## src/rtl/lpe_pkg.sv

```systemverilog
package lpe_pkg;

    localparam int CFG_W   = 32;
    localparam int FIELD_W = 12;

    // Field placement inside the configuration word
    localparam int L0S_LSB = 0;
    localparam int L1_LSB  = 12;
    localparam int RSV_LSB = 24;

    localparam logic [FIELD_W-1:0] L0S_RESET = 12'h7CE;
    localparam logic [FIELD_W-1:0] L1_RESET  = 12'h14D;

    // Index of each entry timer in the timer array
    localparam int IDX_L0S = 0;
    localparam int IDX_L1  = 1;
    localparam int N_TIMER = 2;

    typedef struct packed {
        logic [FIELD_W-1:0] l1_wait;
        logic [FIELD_W-1:0] l0s_time;
    } pm_cfg_t;

    function automatic pm_cfg_t cfg_unpack(input logic [CFG_W-1:0] w);
        pm_cfg_t c;
        c.l0s_time = w[L0S_LSB +: FIELD_W];
        c.l1_wait  = w[L1_LSB  +: FIELD_W];
        return c;
    endfunction

    function automatic logic [CFG_W-1:0] cfg_pack(input pm_cfg_t c);
        logic [CFG_W-1:0] w;
        w = '0;
        w[L0S_LSB +: FIELD_W] = c.l0s_time;
        w[L1_LSB  +: FIELD_W] = c.l1_wait;
        return w;
    endfunction

endpackage

```

## src/rtl/lpe_cfg_reg.sv

```systemverilog
module lpe_cfg_reg
    import lpe_pkg::*;
(
    input  logic             clk,
    input  logic             rst,
    input  logic             we,
    input  logic [CFG_W-1:0] wdata,
    output logic [CFG_W-1:0] rdata,
    output pm_cfg_t          cfg
);

    always_ff @(posedge clk) begin
        if (rst) begin
            cfg.l0s_time <= L0S_RESET;
            cfg.l1_wait  <= L1_RESET;
        end else if (we) begin
            cfg <= cfg_unpack(wdata);
        end
    end

    // Reserved upper byte is not stored and reads as zero
    always_comb rdata = cfg_pack(cfg);

endmodule

```

## src/rtl/lpe_fn_gate.sv

```systemverilog
module lpe_fn_gate #(
    parameter int NUM_FN = 4
) (
    input  logic [NUM_FN-1:0] fn_nond0,
    output logic              all_low_power
);

    generate
        if (NUM_FN == 1) begin : g_single
            assign all_low_power = fn_nond0[0];
        end else begin : g_multi
            assign all_low_power = &fn_nond0;
        end
    endgenerate

endmodule

```

## src/rtl/lpe_entry_timer.sv

```systemverilog
module lpe_entry_timer #(
    parameter int W = 12
) (
    input  logic         clk,
    input  logic         rst,
    input  logic         cond,
    input  logic         ack,
    input  logic [W-1:0] thr_in,
    output logic         req
);

    localparam logic [W-1:0] ONE  = {{(W-1){1'b0}}, 1'b1};
    localparam logic [W-1:0] ZERO = '0;

    logic         running;
    logic         done;
    logic [W-1:0] cnt;
    logic [W-1:0] thr;
    logic [W-1:0] thr_eff;
    logic [W-1:0] cnt_nxt;

    // Threshold is captured at the start of an interval
    always_comb begin
        thr_eff = running ? thr : thr_in;
        cnt_nxt = running ? (cnt + ONE) : ONE;
    end

    always_ff @(posedge clk) begin
        if (rst) begin
            running <= 1'b0;
            done    <= 1'b0;
            cnt     <= '0;
            thr     <= '0;
            req     <= 1'b0;
        end else if (!cond) begin
            running <= 1'b0;
            done    <= 1'b0;
            cnt     <= '0;
            req     <= 1'b0;
        end else begin
            running <= 1'b1;
            if (!running) begin
                thr <= thr_in;
            end
            if (!done) begin
                cnt <= cnt_nxt;
                if (thr_eff != ZERO && cnt_nxt == thr_eff) begin
                    req  <= 1'b1;
                    done <= 1'b1;
                end
            end else if (ack) begin
                req <= 1'b0;
            end
        end
    end

endmodule

```

## src/rtl/link_pm_entry_timer.sv

```systemverilog
module link_pm_entry_timer
    import lpe_pkg::*;
#(
    parameter int NUM_FN = 4
) (
    input  logic              clk,
    input  logic              rst,
    input  logic [NUM_FN-1:0] fn_nond0,
    input  logic              link_idle,
    input  logic              l0s_ack,
    input  logic              l1_ack,
    input  logic              cfg_we,
    input  logic [31:0]       cfg_wdata,
    output logic [31:0]       cfg_rdata,
    output logic              l0s_req,
    output logic              l1_req
);

    pm_cfg_t cfg;
    logic    all_low_power;

    logic [N_TIMER-1:0]              t_cond;
    logic [N_TIMER-1:0]              t_ack;
    logic [N_TIMER-1:0]              t_req;
    logic [N_TIMER-1:0][FIELD_W-1:0] t_thr;

    lpe_cfg_reg u_cfg (
        .clk   (clk),
        .rst   (rst),
        .we    (cfg_we),
        .wdata (cfg_wdata),
        .rdata (cfg_rdata),
        .cfg   (cfg)
    );

    lpe_fn_gate #(.NUM_FN(NUM_FN)) u_gate (
        .fn_nond0      (fn_nond0),
        .all_low_power (all_low_power)
    );

    always_comb begin
        t_cond[IDX_L0S] = link_idle;
        t_ack [IDX_L0S] = l0s_ack;
        t_thr [IDX_L0S] = cfg.l0s_time;
        t_cond[IDX_L1]  = all_low_power;
        t_ack [IDX_L1]  = l1_ack;
        t_thr [IDX_L1]  = cfg.l1_wait;
    end

    generate
        for (genvar i = 0; i < N_TIMER; i++) begin : g_timer
            lpe_entry_timer #(.W(FIELD_W)) u_tmr (
                .clk    (clk),
                .rst    (rst),
                .cond   (t_cond[i]),
                .ack    (t_ack[i]),
                .thr_in (t_thr[i]),
                .req    (t_req[i])
            );
        end
    endgenerate

    assign l0s_req = t_req[IDX_L0S];
    assign l1_req  = t_req[IDX_L1];

endmodule

```

## config.mk

```make
export PLATFORM = sky130hd
export DESIGN_NAME = link_pm_entry_timer
export DESIGN_NICKNAME = d
export VERILOG_FILES = /design/src/rtl/lpe_pkg.sv /design/src/rtl/lpe_cfg_reg.sv /design/src/rtl/lpe_fn_gate.sv /design/src/rtl/lpe_entry_timer.sv /design/src/rtl/link_pm_entry_timer.sv
export SDC_FILE = /design/constraint.sdc
export NUM_CORES = 1
export LEC_CHECK = 0
export BUFFER_PORTS_ARGS = -buffer_cell sky130_fd_sc_hd__buf_2
export CAP_MARGIN = 10
export CORE_UTILIZATION = 30
export DETAILED_ROUTE_END_ITERATION = 7
export SLEW_MARGIN = 20
export SYNTH_ARGS = -nofsm -noshare
export SYNTH_HDL_FRONTEND = slang
export SYNTH_SLANG_ARGS = --single-unit
export TNS_END_PERCENT = 20
```

## constraint.sdc

```tcl
create_clock -name clk -period 2.8 [get_ports clk]
set_input_delay 0.28 -clock clk [delete_from_list [all_inputs] [get_ports clk]]
set_output_delay 0.28 -clock clk [all_outputs]
set_load 0.1 [all_outputs]
```

==> results of run 1 <==
==> cell families after synthesis <==
logic type,after synthesis,share of synthesized area (%)
adders and majority gates,4,1.26
muxes,24,6.07
other,1,0.0948
xor gates and xnor gates,39,8.63
AOI/OAI and AO/OA,88,14.2
and+or+nand+nor,202,25.1
buffers and inverters,43,5.15
DFF,78,39.5
==> final cells by class <==
cell class	count	area [um2]	area share, %
Inverter	6	22.5	0.484
Timing Repair Buffer	64	333	7.16
Tap cell	172	215	4.63
Clock inverter	5	57.6	1.24
Clock buffer	11	243	5.22
Sequential cell	78	1560	33.6
Multi-Input combinational cell	365	2220	47.7
==> report_power, final <==
group          switching, mW  internal (mW)  leakage [nW]
Combinational          0.314          0.102          1.11
Clock                  0.456          0.716         0.150
Sequential            0.0463           1.15         0.637
Total                  0.816           1.97          1.90
==> per-stage QoR <==
stage	instance area (um2)	utilization, %
5_1_grt	4650	36.6
3_5_place_dp	4350	34.2
2_1_floorplan	3980	-
3_3_place_gp	4350	34.2
6_report	4650	36.6
4_1_cts	4650	36.6
==> worst max-delay path, stage by stage (launching register included) <==
cell and delay (ns):
dfxtp_1 0.47, ha_1 0.30, nand3_2 0.18, or3_1 0.40
a31o_1 0.22, a211oi_2 0.24, o2111ai_1 0.19, o31ai_2 0.20
==> metal layers <==
metal | track usage, % | vias to the layer above | share of wire, %
met2 | 26.8 | 72 | 50
li1 | - | 1739 | -
met4 | 4.73 | 0 | 1.3
met3 | 3.86 | 10 | 3.5
met5 | 0 | - | 0
met1 | 17.4 | 1656 | 45
==> worst max path at each step <==
stage | from | slack, ns | endpoint | depth (start not counted)
2_1_floorplan | u_cfg.cfg[17]$_SDFFE_PP0P_ | 0.77 | g_timer[1].u_tmr.req$_SDFFE_PP0P_ | 5
3_3_place_gp | g_timer[0].u_tmr.cnt[0]$_SDFFE_PP0N_ | 0.60 | g_timer[0].u_tmr.req$_SDFFE_PP0P_ | 7
3_5_place_dp | g_timer[0].u_tmr.cnt[0]$_SDFFE_PP0N_ | 0.53 | g_timer[0].u_tmr.req$_SDFFE_PP0P_ | 7
4_1_cts | g_timer[0].u_tmr.cnt[0]$_SDFFE_PP0N_ | 0.50 | g_timer[0].u_tmr.req$_SDFFE_PP0P_ | 7
5_1_grt | g_timer[0].u_tmr.cnt[0]$_SDFFE_PP0N_ | 0.39 | g_timer[0].u_tmr.req$_SDFFE_PP0P_ | 7
6_report | g_timer[0].u_tmr.cnt[0]$_SDFFE_PP0N_ | 0.50 | g_timer[0].u_tmr.req$_SDFFE_PP0P_ | 7
==> sequential cells by signal, indices dropped and copies added (netlist names) <==
name / cells
g_timer.u_tmr.thr: 24
g_timer.u_tmr.done: 2
g_timer.u_tmr.req: 2
g_timer.u_tmr.cnt: 24
g_timer.u_tmr.running: 2
u_cfg.cfg: 24
==> cells in the final DEF, fill, tap and decap left out, types with 2 or more instances in the layout <==
cell type and instances:
inv_1 6, nor4_1 9, nand4_1 9, xnor2_1 24
conb_1 8, nor2b_1 15, dfxtp_1 78, o21ai_0 13
or2_2 3, nand3_2 2, a21oi_1 39, mux2i_1 24
nor3_1 20, or3_1 5, a31oi_1 3, a21o_1 9
a211o_1 13, clkbuf_16 9, clkinv_2 2, and3_1 5
or4_1 4, nand2_1 52, buf_2 59, nor2_1 56
buf_4 5, nand3_1 9, nor4_2 2, or3b_2 2
nand2b_1 3, xor2_1 15, and2_1 2, ha_1 4
==> run metrics, run 1 <==
row count 41; TritonCTS clock tree done; Worst Path Required between 3 and 4 ns; sequential share of the synthesized area between 30% and 40%; hold path depth 2; layout cells sized above 1 between 10% and 20%; Layout area overhead 17.5%; setup bufs post-CTS 0; total gr overflow 0; fin cells approximately 700; Cell Area, Synth slightly below 0.004 mm2; DRC Markers 0; cell taking the most area after synthesis dfxtp_1; post-route setup slack 0.503 ns; GRT Overall Usage between 10 and 15%; FMAX approximately 440 MHz; Netlist cell types 46; Vias around 3500; top post-synthesis cells by area dfxtp_1, mux2i_1, nor2_1; H-tree Lvls 3; Max Slew Vio Count 0; reg2reg end g_timer[0].u_tmr.req$_SDFFE_PP0P_; most numerous cell in the Yosys netlist dfxtp_1; Clock Latency Late Sink 0.34 ns; top cell type's share of synthesized area between 30 and 40%; die area between 0.01 and 0.015 mm2; cell leakage power 1.90 nW; Worst Hold Class input pin to flop; vias in the first global route 3225; Starting DRT DRC Count 173; CORE AREA about 0.013 mm2; WL/cell roughly 14 um; total design power 2.78 mW; Reg2Reg Launch Point g_timer[0].u_tmr.cnt[0]$_SDFFE_PP0N_; DPL Wire Length roughly 7.2 mm; FFs w/ async S/R, synth 0%; CTS Sinks approximately 80; Hold Crit Endpoint u_cfg.cfg[12]$_SDFFE_PP1P_; pre-CTS setup slack 0.526 ns; Setup TNS 0 ns; relative slew slack between 40% and 50%; clock slew at reported path FFs approximately 0.060 ns; power per cell area 598 mW/mm2; largest net degree at the start of global routing 40; TritonRoute pass-1 iters 4; CP Data Arrival Time approximately 2.6 ns; CTS Hold Bufs 0; Slew @ Worst Pin around 0.77 ns; number of synthesized flops with an enable pin 0; Routed WL 9.71 mm; Tmin final ~2.3 ns; antenna violations before repair 0; I/O Pins 76; die height approximately 120 um; post-cts gate resize count 0; Final GP Congestion approximately 0.92; reg-to-reg slack, setup 0.50 ns; # diodes 0; endpoints failing hold 0; status complete, no violations; Post-Place Cells between 600 and 700; Hold WS 0.152 ns; Most used DFF post-synth dfxtp_1; Commonest cells post-synth dfxtp_1, nor2_1, nand2_1, a21oi_1; Final Setup Violations 0; Hold Crit Start cfg_wdata[12]; cell count of the worst reg-to-reg path 7; TritonCTS buffer count 9; MaxCap Viol Count 0; die span in x about 120 um; Layout fillers 1380; first-pass GRT wire length approximately 16 mm; layout net count 570; Port Buffers 59; fin crit share about 80%; vias per inst between 4 and 5; CP Capture Type flop; Seq cells post-synth 78; CP Max Fanout 8; Ys Warns 0; Worst setup SP type flop; Detail Route Antenna Nets 0; synthesized instance count 479; Clock Skews between 0.008 and 0.009 ns; initial core utilization between 30% and 40%; Clock Root Buffer clkbuf_16; CTS Buffer Depth 2; unrepaired setup endpoints after global routing false; maximum vdd drop 453 uV; Mapped Avg Cell Area between 8 and 9 um2; WS Path Type flop to flop
(Power assumes the default switching activity.)
==> run 2, diff against run 1 <==
clock period = 2.2 ns   (was 2.8 ns; I/O delays follow)
==> run 2 against run 1 <==
Sequential cell count did not move. Non-clock buffer count rose by 11. Worst setup slack got worse by 0.35 ns. Sequential share of layout area fell by 0.75 points. Sequential power rose by 27%. Global-route usage rose by 0.28 points. Clock power rose by 34%. Critical path depth did not move. Final area rose by 2.4%. Critical path type unchanged.
==> run metrics, run 2 (synthesis gave the netlist of run 1 again) <==
die area 0.0137 mm2 (unchanged); DRC Markers 0 (unchanged); CTS Buffer Depth 2 (unchanged); die span in x 117 um (unchanged); Worst setup SP type flop; H-tree Lvls 3 (unchanged); CP Data Arrival Time 2.30 ns (-0.25 ns); endpoints failing hold 0 (unchanged); Tmin final 2.05 ns (-0.251 ns); Clock Skews 0.00331 ns (-0.00562 ns); FMAX 489 MHz (+12%); setup bufs post-CTS 0 (unchanged); Routed WL 9.73 mm (+0.22%); Worst Hold Class input pin to flop; most common cell after layout, fill and taps aside dfxtp_1; TritonCTS buffer count 9 (unchanged); WS Path Type flop to flop; finished layout cell area 0.00476 mm2 (+2.4%); I/O Pins 76 (unchanged); vias in the first global route 3230 (+0.16%); antenna violations before repair 0 (unchanged); Detail Route Antenna Nets 0 (unchanged); GRT Overall Usage 15.2% (+0.28 points); post-route setup slack 0.154 ns (-0.349 ns); Clock Root Buffer clkbuf_16; # diodes 0 (unchanged); Placed Area 0.00443 mm2 (+1.9%); clock slew at reported path FFs 0.06 ns (about the same); largest net degree at the start of global routing 49 (+23%); first-pass GRT wire length 16.0 mm (+1.3%); cell leakage power 1.95 nW (+2.9%); MaxCap Viol Count 0 (unchanged); DPL Wire Length 7.20 mm (+0.64%); CP Max Fanout 6 (-2); layout net count 581 (+1.9%); fin crit share 93.0% (+11 points); maximum vdd drop 612 uV (+35%); initial core utilization 31.1% (unchanged); Final Setup Violations 0 (unchanged); relative slew slack 47.5% (-1.0 points); WL/cell 13.7 um (-1.3%); Starting DRT DRC Count 241 (+39%); Setup TNS 0 ns (unchanged); layout cells sized above 1 19.6% (+2.6 points); Final GP Congestion 0.884 (-3.6%); Layout area overhead 20.4%; CP Capture Type flop; Slew @ Worst Pin 0.788 ns (+0.0169 ns); total gr overflow 0 (unchanged); row count 41 (unchanged); CORE AREA 0.0127 mm2 (unchanged); CTS Sinks 78 (unchanged); most frequent cells in the layout dfxtp_1, buf_2, nor2_1; unrepaired setup endpoints after global routing false; power per cell area 763 mW/mm2 (+27%); Max Slew Vio Count 0 (unchanged); Layout fillers 1337 (-3.1%); pre-CTS setup slack 0.0926 ns (-0.433 ns); biggest regs g_timer.u_tmr.cnt (24), g_timer.u_tmr.thr (24), u_cfg.cfg (24); total design power 3.63 mW (+31%); Hold Crit Start cfg_wdata[8]; TritonCTS clock tree done; Worst Path Required 2.46 ns (-0.59 ns); TritonRoute pass-1 iters 5 (+1); Vias 3481 (+0.12%); Clock Latency Late Sink 0.34 ns (about the same); status complete, no violations; Port Buffers 59 (unchanged); Reg2Reg Launch Point g_timer[0].u_tmr.cnt[1]$_SDFFE_PP0N_; Worst setup startpoint g_timer[0].u_tmr.cnt[1]$_SDFFE_PP0N_; CTS Hold Bufs 0 (unchanged); die height 117 um (unchanged); vias per inst 4.89 (-1.4%)
[run 2: worst max-delay path, stage by stage (launching register included)]
cell,delay [ns]
dfxtp_2,0.37
ha_2,0.23
nand3_2,0.13
or3_1,0.37
a31o_1,0.22
a211oi_2,0.24
o2111ai_1,0.20
o31ai_2,0.21
[run 2: layout make-up]
type | count | area [um2] | area share (%)
flip-flops and latches | 78 | 1560 | 32.8
repair buffers | 75 | 415 | 8.72
well taps | 172 | 215 | 4.52
clock inverters | 6 | 86.3 | 1.81
multi-input cells | 365 | 2230 | 46.8
clock buffers | 10 | 229 | 4.81
inverters | 6 | 22.5 | 0.473
[run 2: report_power, final]
part	switching (mW)	internal, mW	total, mW
Clock	0.582	0.991	1.57
Combinational	0.403	0.138	0.542
Sequential	0.0580	1.46	1.52
[run 2: timing repair]
action                                  in CTS  in global routing
endpoints found under the setup margin       0                  4
endpoints found under the hold margin        0                  0
resized for setup                            0                  5
[run 2: path summary, 6_finish.rpt]
check / to / slack [ns] / depth (start not counted)
setup reg to reg: g_timer[0].u_tmr.req$_SDFFE_PP0P_ / 0.15 / 7
hold / removal: u_cfg.cfg[8]$_SDFFE_PP1P_ / 0.09 / 2
hold reg to reg: g_timer[0].u_tmr.thr[7]$_SDFFE_PP0P_ / 0.49 / 2
setup / recovery: g_timer[0].u_tmr.req$_SDFFE_PP0P_ / 0.15 / 7
[run 2: metrics by stage]
step,cells,hold slack [ns],util (%)
finish,712,0.0855,37.5
global route,712,0.0773,37.5
CTS,712,0.0721,37.3
detailed placement,696,0.431,34.8
global placement,696,0.427,34.8
floorplan,486,0.342,-
[run 2: metal layers]
| metal | vias up | GRT usage [%] | share of wire, % |
|---|---|---|---|
| li1 | 1762 | - | - |
| met1 | 1634 | 18.8 | 45 |
| met2 | 71 | 25.9 | 50 |
| met3 | 14 | 3.30 | 3.6 |
| met4 | 0 | 5.82 | 1.6 |
| met5 | - | 0 | 0 |
==> run 3, diff against run 2 <==
PLACE_DENSITY = 0.5   (was default)
==> run 3 against run 2 <==
Via count increased by 0.55%. Critical path depth rose by 1. Core utilization grew 0.25 points. Clock-buffer cell count is 1 higher. Sequential cell count unchanged.
==> run metrics, run 3 (synthesis gave the netlist of run 1 again) <==
status complete, no violations; most common cell after layout, fill and taps aside dfxtp_1; die span in x 117 um (unchanged); layout net count 585 (+0.69%); largest net degree at the start of global routing 49 (unchanged); Detail Route Antenna Nets 0 (unchanged); TritonRoute pass-1 iters 4 (-1); Slew @ Worst Pin 0.786 ns (-0.00139 ns); vias per inst 4.89 (about the same); Layout Utilization 37.7% (+0.25 points); GRT Overall Usage 16.2% (+0.97 points); Port Buffers 59 (unchanged); Max Slew Vio Count 0 (unchanged); die height 117 um (unchanged); Placed Area 0.00446 mm2 (+0.68%); Tmin final 2.09 ns (+0.0393 ns); H-tree Lvls 3 (unchanged); Clock Skews 0.00793 ns (+0.00461 ns); Routed WL 10.3 mm (+5.7%); maximum vdd drop 414 uV (-32%); # diodes 0 (unchanged); Starting DRT DRC Count 208 (-14%); TritonCTS buffer count 9 (unchanged); CTS Buffer Depth 2 (unchanged); power per cell area 733 mW/mm2 (-3.9%); Vias 3500 (+0.55%); layout cells sized above 1 21.0% (+1.3 points); reg-to-reg slack, setup 0.11 ns (-0.04 ns); finished layout cell area 0.00480 mm2 (+0.66%); initial core utilization 31.1% (unchanged); CP Capture Type flop; I/O Pins 76 (unchanged); WS Path Type flop to flop; total design power 3.51 mW (-3.3%); WL/cell 14.4 um (+5.2%); endpoints failing hold 0 (unchanged); hold path depth 2 (unchanged); total gr overflow 0 (unchanged); biggest regs g_timer.u_tmr.cnt (24), g_timer.u_tmr.thr (24), u_cfg.cfg (24); Worst Path Required 2.48 ns (+0.02 ns); FMAX 480 MHz (-1.9%); die area 0.0137 mm2 (unchanged); CTS Sinks 78 (unchanged); Final GP Congestion 0.903 (+2.1%); DRC Markers 0 (unchanged); first-pass GRT wire length 16.8 mm (+5.3%); Layout area overhead 21.2%; CP Data Arrival Time 2.37 ns (+0.07 ns); cell count of the worst reg-to-reg path 8 (+1); clock slew at reported path FFs 0.06 ns (about the same); Hold WS 0.0798 ns (-0.00574 ns); antenna violations before repair 0 (unchanged); fin crit share 94.8% (+1.8 points); Setup TNS 0 ns (unchanged); cell leakage power 1.98 nW (+1.7%); Clock Root Buffer clkbuf_16; most frequent cells in the layout dfxtp_1, buf_2, nor2_1; Worst setup SP type flop; CP Max Fanout 6 (unchanged); relative slew slack 47.6% (+0.093 points); Clock Latency Late Sink 0.34 ns (about the same); CORE AREA 0.0127 mm2 (unchanged); Final Setup Violations 0 (unchanged); row count 41 (unchanged); DPL Wire Length 7.43 mm (+3.3%); Worst Hold Class input pin to flop; TritonCTS clock tree done; vias in the first global route 3337 (+3.3%); MaxCap Viol Count 0 (unchanged)
## run 3: changes by cell type in the layout (fill, tap and decap cells not counted), moves of 2 or more
cell | before | now
clkinv_2 | 2 | 0
clkinv_4 | 1 | 5
buf_4 | 16 | 20
bufinv_16 | 2 | 0
clkbuf_8 | 0 | 2
## run 3: through the flow
| stage | std cells | setup WS (ns) |
|---|---|---|
| after floorplan | 486 | 0.171 |
| after global placement | 700 | 0.0661 |
| after detailed placement | 700 | 0.0581 |
| after CTS | 716 | 0.0351 |
| after global routing | 716 | -0.0189 |
| final | 716 | 0.115 |
## run 3: final timing paths
| path | from | to |
|---|---|---|
| setup / recovery | g_timer[1].u_tmr.cnt[6]$_SDFFE_PP0N_ | g_timer[1].u_tmr.req$_SDFFE_PP0P_ |
| hold / removal | cfg_wdata[9] | u_cfg.cfg[9]$_SDFFE_PP1P_ |
| setup reg to reg | g_timer[1].u_tmr.cnt[6]$_SDFFE_PP0N_ | g_timer[1].u_tmr.req$_SDFFE_PP0P_ |
| hold reg to reg | g_timer[0].u_tmr.req$_SDFFE_PP0P_ | g_timer[0].u_tmr.req$_SDFFE_PP0P_ |
## run 3: critical path, stage by stage, from the launching register on
cell,delay [ns]
dfxtp_1,0.43
nand4_1,0.23
nor4_2,0.39
buf_4,0.18
xnor2_1,0.11
a31oi_1,0.12
nor4_2,0.31
buf_4,0.16
o21a_1,0.10
## run 3: per-layer routing
metal | vias to the layer above | global-route usage [%] | share of wire [%]
li1 | 1775 | - | -
met2 | 63 | 25.1 | 46
met5 | - | 0 | 0
met1 | 1645 | 21.8 | 50
met3 | 17 | 3.71 | 3.0
met4 | 0 | 6.50 | 1.7
## run 3: where the power goes
| part | internal, mW | switching, mW | leakage (nW) |
|---|---|---|---|
| Clock | 0.835 | 0.613 | 0.146 |
| Sequential | 1.46 | 0.0590 | 0.638 |
| Combinational | 0.139 | 0.405 | 1.20 |
## run 3: what timing repair did
action,CTS,global route
hold buffers,0,0
setup endpoints to repair,0,4
gates resized for setup,0,9
buffers inserted,0,0
## run 3: cell type report
cell class              instances  area (um2)
repair buffers                 79         445
fillers                      1377        7930
flip-flops and latches         78        1570
clock inverters                 5        43.8
well taps                     172         215
multi-input cells             365        2250
clock buffers                  11         253
inverters                       6        22.5
